<file path="src/rtl/mac_evt_status_pkg.sv">
package mac_evt_status_pkg;
    localparam int STAT_W  = 52;
    localparam int IDX_W   = 5;
    localparam int IDX_LO  = 47;
    localparam int B_EOP   = 0;
    localparam int B_HWM   = 1;
    localparam int B_LWM   = 2;
    localparam int B_RXU   = 3;
    localparam int B_RXO   = 4;
    localparam int B_TXU   = 5;
    localparam int B_TXO   = 6;
    localparam int B_LATE  = 7;
    localparam int B_EXC   = 8;
    localparam int B_CTR   = 46;
    localparam int N_STICKY = 7;

    typedef enum logic [1:0] {
        CT_IDLE   = 2'd0,
        CT_SEND   = 2'd1,
        CT_GAVEUP = 2'd2
    } ct_state_t;
endpackage

</file>
<file path="src/rtl/sticky_flags.sv">
module sticky_flags #(
    parameter int N = 7
) (
    input  logic         clk,
    input  logic         rst_n,
    input  logic         clr,
    input  logic [N-1:0] evt,
    output logic [N-1:0] q
);
    for (genvar i = 0; i < N; i++) begin : g_flag
        always_ff @(posedge clk) begin
            if (!rst_n)
                q[i] <= 1'b0;
            else
                q[i] <= evt[i] | (q[i] & ~clr);
        end
    end
endmodule

</file>
<file path="src/rtl/ovf_capture.sv">
module ovf_capture
    import mac_evt_status_pkg::*;
(
    input  logic             clk,
    input  logic             rst_n,
    input  logic             clr,
    input  logic             ovf,
    input  logic [IDX_W-1:0] idx,
    output logic             flag,
    output logic [IDX_W-1:0] idx_q
);
    always_ff @(posedge clk) begin
        if (!rst_n) begin
            flag  <= 1'b0;
            idx_q <= '0;
        end else if (ovf) begin
            flag  <= 1'b1;
            idx_q <= idx;
        end else if (clr) begin
            flag  <= 1'b0;
            idx_q <= '0;
        end
    end
endmodule

</file>
<file path="src/rtl/col_tracker.sv">
module col_tracker
    import mac_evt_status_pkg::*;
#(
    parameter int LIMIT = 16
) (
    input  logic clk,
    input  logic rst_n,
    input  logic start,
    input  logic done,
    input  logic col,
    input  logic past_min,
    output logic late,
    output logic excess
);
    localparam int CW = $clog2(LIMIT + 1);

    ct_state_t       state, nxt;
    logic [CW-1:0]   cnt, cnt_nxt;

    always_ff @(posedge clk) begin
        if (!rst_n) begin
            state <= CT_IDLE;
            cnt   <= '0;
        end else begin
            state <= nxt;
            cnt   <= cnt_nxt;
        end
    end

    always_comb begin
        nxt     = state;
        cnt_nxt = cnt;
        late    = 1'b0;
        excess  = 1'b0;
        unique case (state)
            CT_IDLE: begin
                if (start) begin
                    nxt     = CT_SEND;
                    cnt_nxt = '0;
                end
            end
            CT_SEND: begin
                if (done) begin
                    nxt = CT_IDLE;
                end else if (start) begin
                    cnt_nxt = '0;
                end else if (col) begin
                    late = past_min;
                    if (cnt == CW'(LIMIT - 1)) begin
                        excess = 1'b1;
                        nxt    = CT_GAVEUP;
                    end else begin
                        cnt_nxt = cnt + CW'(1);
                    end
                end
            end
            CT_GAVEUP: begin
                if (done) begin
                    nxt = CT_IDLE;
                end else if (start) begin
                    nxt     = CT_SEND;
                    cnt_nxt = '0;
                end
            end
            default: nxt = CT_IDLE;
        endcase
    end
endmodule

</file>
<file path="src/rtl/mac_evt_status.sv">
module mac_evt_status
    import mac_evt_status_pkg::*;
#(
    parameter int DSCR_W    = 8,
    parameter int COL_LIMIT = 16
) (
    input  logic              clk,
    input  logic              rst_n,
    input  logic              rd_stb,
    input  logic              pkt_end,
    input  logic              tx_start,
    input  logic [DSCR_W-1:0] dscr_cnt,
    input  logic [DSCR_W-1:0] hwm_lvl,
    input  logic [DSCR_W-1:0] lwm_lvl,
    input  logic              rxf_under,
    input  logic              rxf_over,
    input  logic              txf_under,
    input  logic              txf_over,
    input  logic              col_det,
    input  logic              past_min,
    input  logic              ctr_ovf,
    input  logic [IDX_W-1:0]  ctr_idx,
    output logic [STAT_W-1:0] status
);
    logic                late_p, exc_p;
    logic [N_STICKY-1:0] evt, flags;
    logic                ovf_flag;
    logic [IDX_W-1:0]    ovf_idx;

    col_tracker #(.LIMIT(COL_LIMIT)) u_col (
        .clk      (clk),
        .rst_n    (rst_n),
        .start    (tx_start),
        .done     (pkt_end),
        .col      (col_det),
        .past_min (past_min),
        .late     (late_p),
        .excess   (exc_p)
    );

    assign evt = {exc_p, late_p, txf_over, txf_under, rxf_over, rxf_under, pkt_end};

    sticky_flags #(.N(N_STICKY)) u_flags (
        .clk   (clk),
        .rst_n (rst_n),
        .clr   (rd_stb),
        .evt   (evt),
        .q     (flags)
    );

    ovf_capture u_ovf (
        .clk   (clk),
        .rst_n (rst_n),
        .clr   (rd_stb),
        .ovf   (ctr_ovf),
        .idx   (ctr_idx),
        .flag  (ovf_flag),
        .idx_q (ovf_idx)
    );

    always_comb begin
        status                      = '0;
        status[B_EOP]               = flags[0];
        status[B_HWM]               = dscr_cnt < hwm_lvl;
        status[B_LWM]               = dscr_cnt < lwm_lvl;
        status[B_RXU]               = flags[1];
        status[B_RXO]               = flags[2];
        status[B_TXU]               = flags[3];
        status[B_TXO]               = flags[4];
        status[B_LATE]              = flags[5];
        status[B_EXC]               = flags[6];
        status[B_CTR]               = ovf_flag;
        status[IDX_LO +: IDX_W]     = ovf_idx;
    end
endmodule

</file>
<file path="config.mk">
export PLATFORM = sky130hd
export DESIGN_NAME = mac_evt_status
export DESIGN_NICKNAME = d
export VERILOG_FILES = /design/src/rtl/mac_evt_status_pkg.sv /design/src/rtl/sticky_flags.sv /design/src/rtl/ovf_capture.sv /design/src/rtl/col_tracker.sv /design/src/rtl/mac_evt_status.sv
export SDC_FILE = /design/constraint.sdc
export NUM_CORES = 1
export LEC_CHECK = 0
export BUFFER_PORTS_ARGS = -buffer_cell sky130_fd_sc_hd__buf_2
export CAP_MARGIN = 20
export CORE_MARGIN = 1.5
export CORE_UTILIZATION = 47
export CTS_CLUSTER_DIAMETER = 80
export DETAILED_ROUTE_END_ITERATION = 16
export PLACE_DENSITY = 0.86
export RECOVER_POWER = 25
export SLEW_MARGIN = 20
export SYNTH_ARGS = -nofsm -noshare
export SYNTH_HDL_FRONTEND = slang
export SYNTH_SLANG_ARGS = --single-unit
</file>
<file path="constraint.sdc">
create_clock -name clk -period 6.4 [get_ports clk]
set_input_delay 1.92 -clock clk [delete_from_list [all_inputs] [get_ports clk]]
set_output_delay 1.92 -clock clk [all_outputs]
set_load 0.005 [all_outputs]
</file>
* Word level (Yosys, flattened, before mapping)
Cells that the tools add are included. Widths: inputs -> output; s select.
Cells by class: order comparisons 2, multiplexer cells 27, equality and inequality tests 10, reductions and logical operators 5, add/subtract/negate cells 1, bitwise operators 15
Operators by type and width (number):
- $mux 5 | 8
- $lt 8x8->1 | 2
- $pmux 5 s3 | 1
- $mux 2 | 6
- $ne 3x3->1 const B | 4
- $mux 1 | 11
- $and 1x1->1 | 7
- $or 1x1->1 | 7
- $pmux 2 s3 | 1
- $add 5x1->5 const B | 1
- $eq 5x4->1 const B | 1
- $reduce_and 5->1 | 1
- $ne 2x2->1 const B | 2
- $ne 3x2->1 const B | 1
- $reduce_and 3->1 | 1
- $reduce_bool 3->1 | 1
- $eq 2x1->1 const B | 1
- $eq 2x2->1 const B | 1
- $logic_not 2->1 | 1
- $reduce_bool 2->1 | 1
- $not 1->1 | 1
Storage, ports and cells: register bits after elaboration 20, output and inout port bits 52, logic and storage cells 71

* Depth between registers and ports, before layout
depth after elaboration 7, gate-level depth with buffers 6

* Hierarchy
Synthesis repeated with hierarchy kept, for this count alone.
Second synthesis, totals: cell total of the unflattened synthesis 180, area, all modules 1561.5 um^2
By module, submodules not included:
- mac_evt_status | instances 1, sequential area each 0.0 um^2, area an instance 646.9 um^2, cells each 88
- col_tracker | instances 1, sequential area each 140.1 um^2, area an instance 449.2 um^2, cells each 46
- sticky_flags | instances 1, sequential area each 140.1 um^2, area an instance 236.5 um^2, cells each 21
- ovf_capture | instances 1, sequential area each 120.1 um^2, area an instance 229.0 um^2, cells each 25

* Worst setup path before layout
No wires, ideal clock.
kind input to output, start input port hwm_lvl[3], end output port status[1], slack 1647 ps, stages on the path 5, path buffers 0, arrival 2833 ps, cells stage by stage inv_1 ha_1 a211oi_1 o21ai_1 a221oi_1
Between the ends: cells in the longest elaborated chain, start to end 1
Ends and longest elaborated chain:
- from (decl) | line mac_evt_status.sv:13 | input logic [DSCR_W-1:0] hwm_lvl,
- $lt 8x8->1 | line mac_evt_status.sv:64 | status[B_HWM] = dscr_cnt < hwm_lvl;
- to (decl) | line mac_evt_status.sv:23 | output logic [STAT_W-1:0] status
Every way passes these cells.

* Worst setup path after layout
start input port dscr_cnt[3], end output port status[1]
Between the ends: cells in the longest elaborated chain, start to end 1
Ends and longest elaborated chain:
- from (decl) | line mac_evt_status.sv:12 | input logic [DSCR_W-1:0] dscr_cnt,
- $lt 8x8->1 | line mac_evt_status.sv:64
Every way passes these cells.

==> out/qor.yml <==
run_status:
  status: "finished clean"
global_routing:
  grt_use_met1_pct: 16.3
  antenna_found_initial: 0
  grt_pass1_vias: 1073
  grt_max_degree: 22
  grt.busiest_layer: "met2"
  grtUsageMet3_pct: 2.35
  grt_usage_pct: 15.3
  gr-usage-met2_pct: 30.0
  globalRoute.totalOverflow: 0
  grt_pass1_wl_mm: 4.35
pwr:
  p_leak_nw: 0.920
  power_density_nw_per_um2: 168
  vdd_drop_max_mv: 0.131
floorplan:
  core_area_um2: 3100
  rows: 20
  initial_core_util_pct: 50.6
  ioPinCount: 93
  die_area_um2: 3700
  die_height_um: 60.8
  die_x_um: 60.8
timing:
  max_freq_ghz: 0.198
  final.min_clock_period_ps: 5050
  setup_violations: 0
  slew_viol_final: 0
  finalHoldViolCount: 0
  rsz0062_at_grt: "false"
  fin_skew_ps: 1.74
  tightest_slew_ps: 557
  finalCritPeriodShare_pct: 78.9
  tns_ps: 0
  relSlewSlack_pct: 62.4
synthesis:
  synth_ff_type: "dfxtp_1"
  yosysTopAreaCell: "dfxtp_1"
  synth_top_area_share_pct: 25.5
  synth-seq-area-share_pct: 25.5
  ys_ff_latch: 20
  synth_edf_count: 0
  ys_types: 39
  avgSynthCellArea_um2: 8.77
  yosysWarningCount: 0
  synth_area_um2: 1570
  synth_cells: 179
  async_reset_ff_share_pct: 0
  synth.most_common_cell: "buf_4"
  ys_top_cells_by_area: "dfxtp_1, buf_4, ha_1"
  synth_common_cells: "buf_4, dfxtp_1, inv_1"
setup_path:
  required_ps: 4480
  crit_type: "in -> out"
  cp.arrival_ps: 3130
  critPathCaptureType: "output pin"
  crit_fanout: 2
  startpoint_type: "input pin"
clock_tree:
  postCtsHoldBufs: 0
  clockRootBuffer: "clkbuf_4"
  worstSkewPairLatency_ps: 300
  tritoncts: "done"
  clkTransAtPathRegs_ps: 110
  cts_htree_levels: 1
  numCtsBuffers: 3
  clock_sinks: 20
  cts_setup_buffers: 0
  cts_buffer_depth: 2
  cts_resized: 0
placement:
  dpl.hpwl_mm: 2.38
  io_buffers: 55
  gp_congestion: 0.763
finish:
  areaGrowthSynthToFinish_pct: 13.1
  postLayoutCoreUtil_pct: 57.3
  diodes: 0
  drive_gt1_share_pct: 27.6
  final_nets: 290
route:
  drt-initial-drc-count: 38
  routed-via-count: 1272
  wire_per_inst_um: 10.4
  drt_wl_total_mm: 2.87
  drc_errors: 0
  firstDrtPassIters: 4
  drtAntennaViolNets: 0
  via_per_inst: 4.61
flow_run:
  cap_violations: 0
hold_path:
  holdCritPathClass: "reg -> reg"
==> routing by layer <==
| metal | wire length [um] | vias to the layer above |
|---|---|---|
| met4 | 27 | 0 |
| met3 | 216 | 4 |
| met1 | 1170 | 566 |
| li1 | - | 646 |
| met5 | 0 | - |
| met2 | 1450 | 56 |
==> final timing paths <==
path,startpoint,to,slack [ps],depth (start not counted)
min,u_col.cnt[4]$_SDFFE_PN0P_,u_col.cnt[4]$_SDFFE_PN0P_,470,2
min reg2reg,u_col.cnt[4]$_SDFFE_PN0P_,u_col.cnt[4]$_SDFFE_PN0P_,470,2
max reg2reg,u_col.cnt[0]$_SDFFE_PN0P_,u_col.cnt[2]$_SDFFE_PN0P_,4580,6
max,dscr_cnt[3],status[1],1350,6
==> flip-flops by register name, summed over array words and instances, names as in the netlist <==
signal       count
u_col.state      2
u_flags.q        7
u_ovf.idx_q      5
u_col.cnt        5
u_ovf.flag       1
==> layout make-up <==
class                   count  area, um2
clock buffers               3       22.5
clock inverters             1       30.0
fillers                   298       1330
inverters                  19       71.3
multi-input cells         134        923
flip-flops and latches     20        400
well taps                  44       55.1
repair buffers             55        274
==> cells in the final DEF (no fill, tap or decap), types with 2 or more instances in the layout <==
cell type  count
a211oi_1       2
a21o_1         2
a21oi_1        6
a221oi_1       2
buf_2         54
clkbuf_4       3
conb_1        37
dfxtp_1       20
ha_1          16
inv_1         19
mux2i_1        2
nand2_1        3
nand2b_1       3
nand3_1        3
nand4_1        2
nor2_1         2
nor2b_1       15
nor3b_1        8
o2111a_1       2
o211ai_1       4
o21a_1         6
o21ai_1        3
==> metrics by stage <==
stage                     instances  total power, mW  hold WS (ps)  instance area (um2)  setup slack (ps)
final                           276            0.299           471                 1780              1350
after global placement          272            0.197           446                 1730              1390
after global routing            276            0.315           502                 1780              1250
after floorplan                 215            0.190           435                 1710              1650
after detailed placement        272            0.199           457                 1730              1360
after CTS                       276            0.303           474                 1780              1370
==> report_power, final <==
group          internal, mW  switching (mW)  leakage (nW)  total [mW]
sequential            0.129         0.00307         0.164       0.132
clock                0.0633          0.0396        0.0279       0.103
combinational        0.0314          0.0324         0.728      0.0638
total                 0.224          0.0751         0.920       0.299
==> worst max-delay path: stages <==
cell	delay, ps
buf_2	110
ha_1	300
a211oi_1	220
o21ai_1	100
a221oi_1	310
buf_2	170
==> cells by family after synthesis <==
group / after synthesis / share of synthesized area, %
fa+ha+maj: 17 / 13.4
mux: 2 / 1.27
buf+inv: 61 / 24.3
simple gates: 45 / 19.4
compound gates: 33 / 15.9
other cells: 1 / 0.239
flops: 20 / 25.5
No activity file was read; power rests on OpenSTA's default activity.
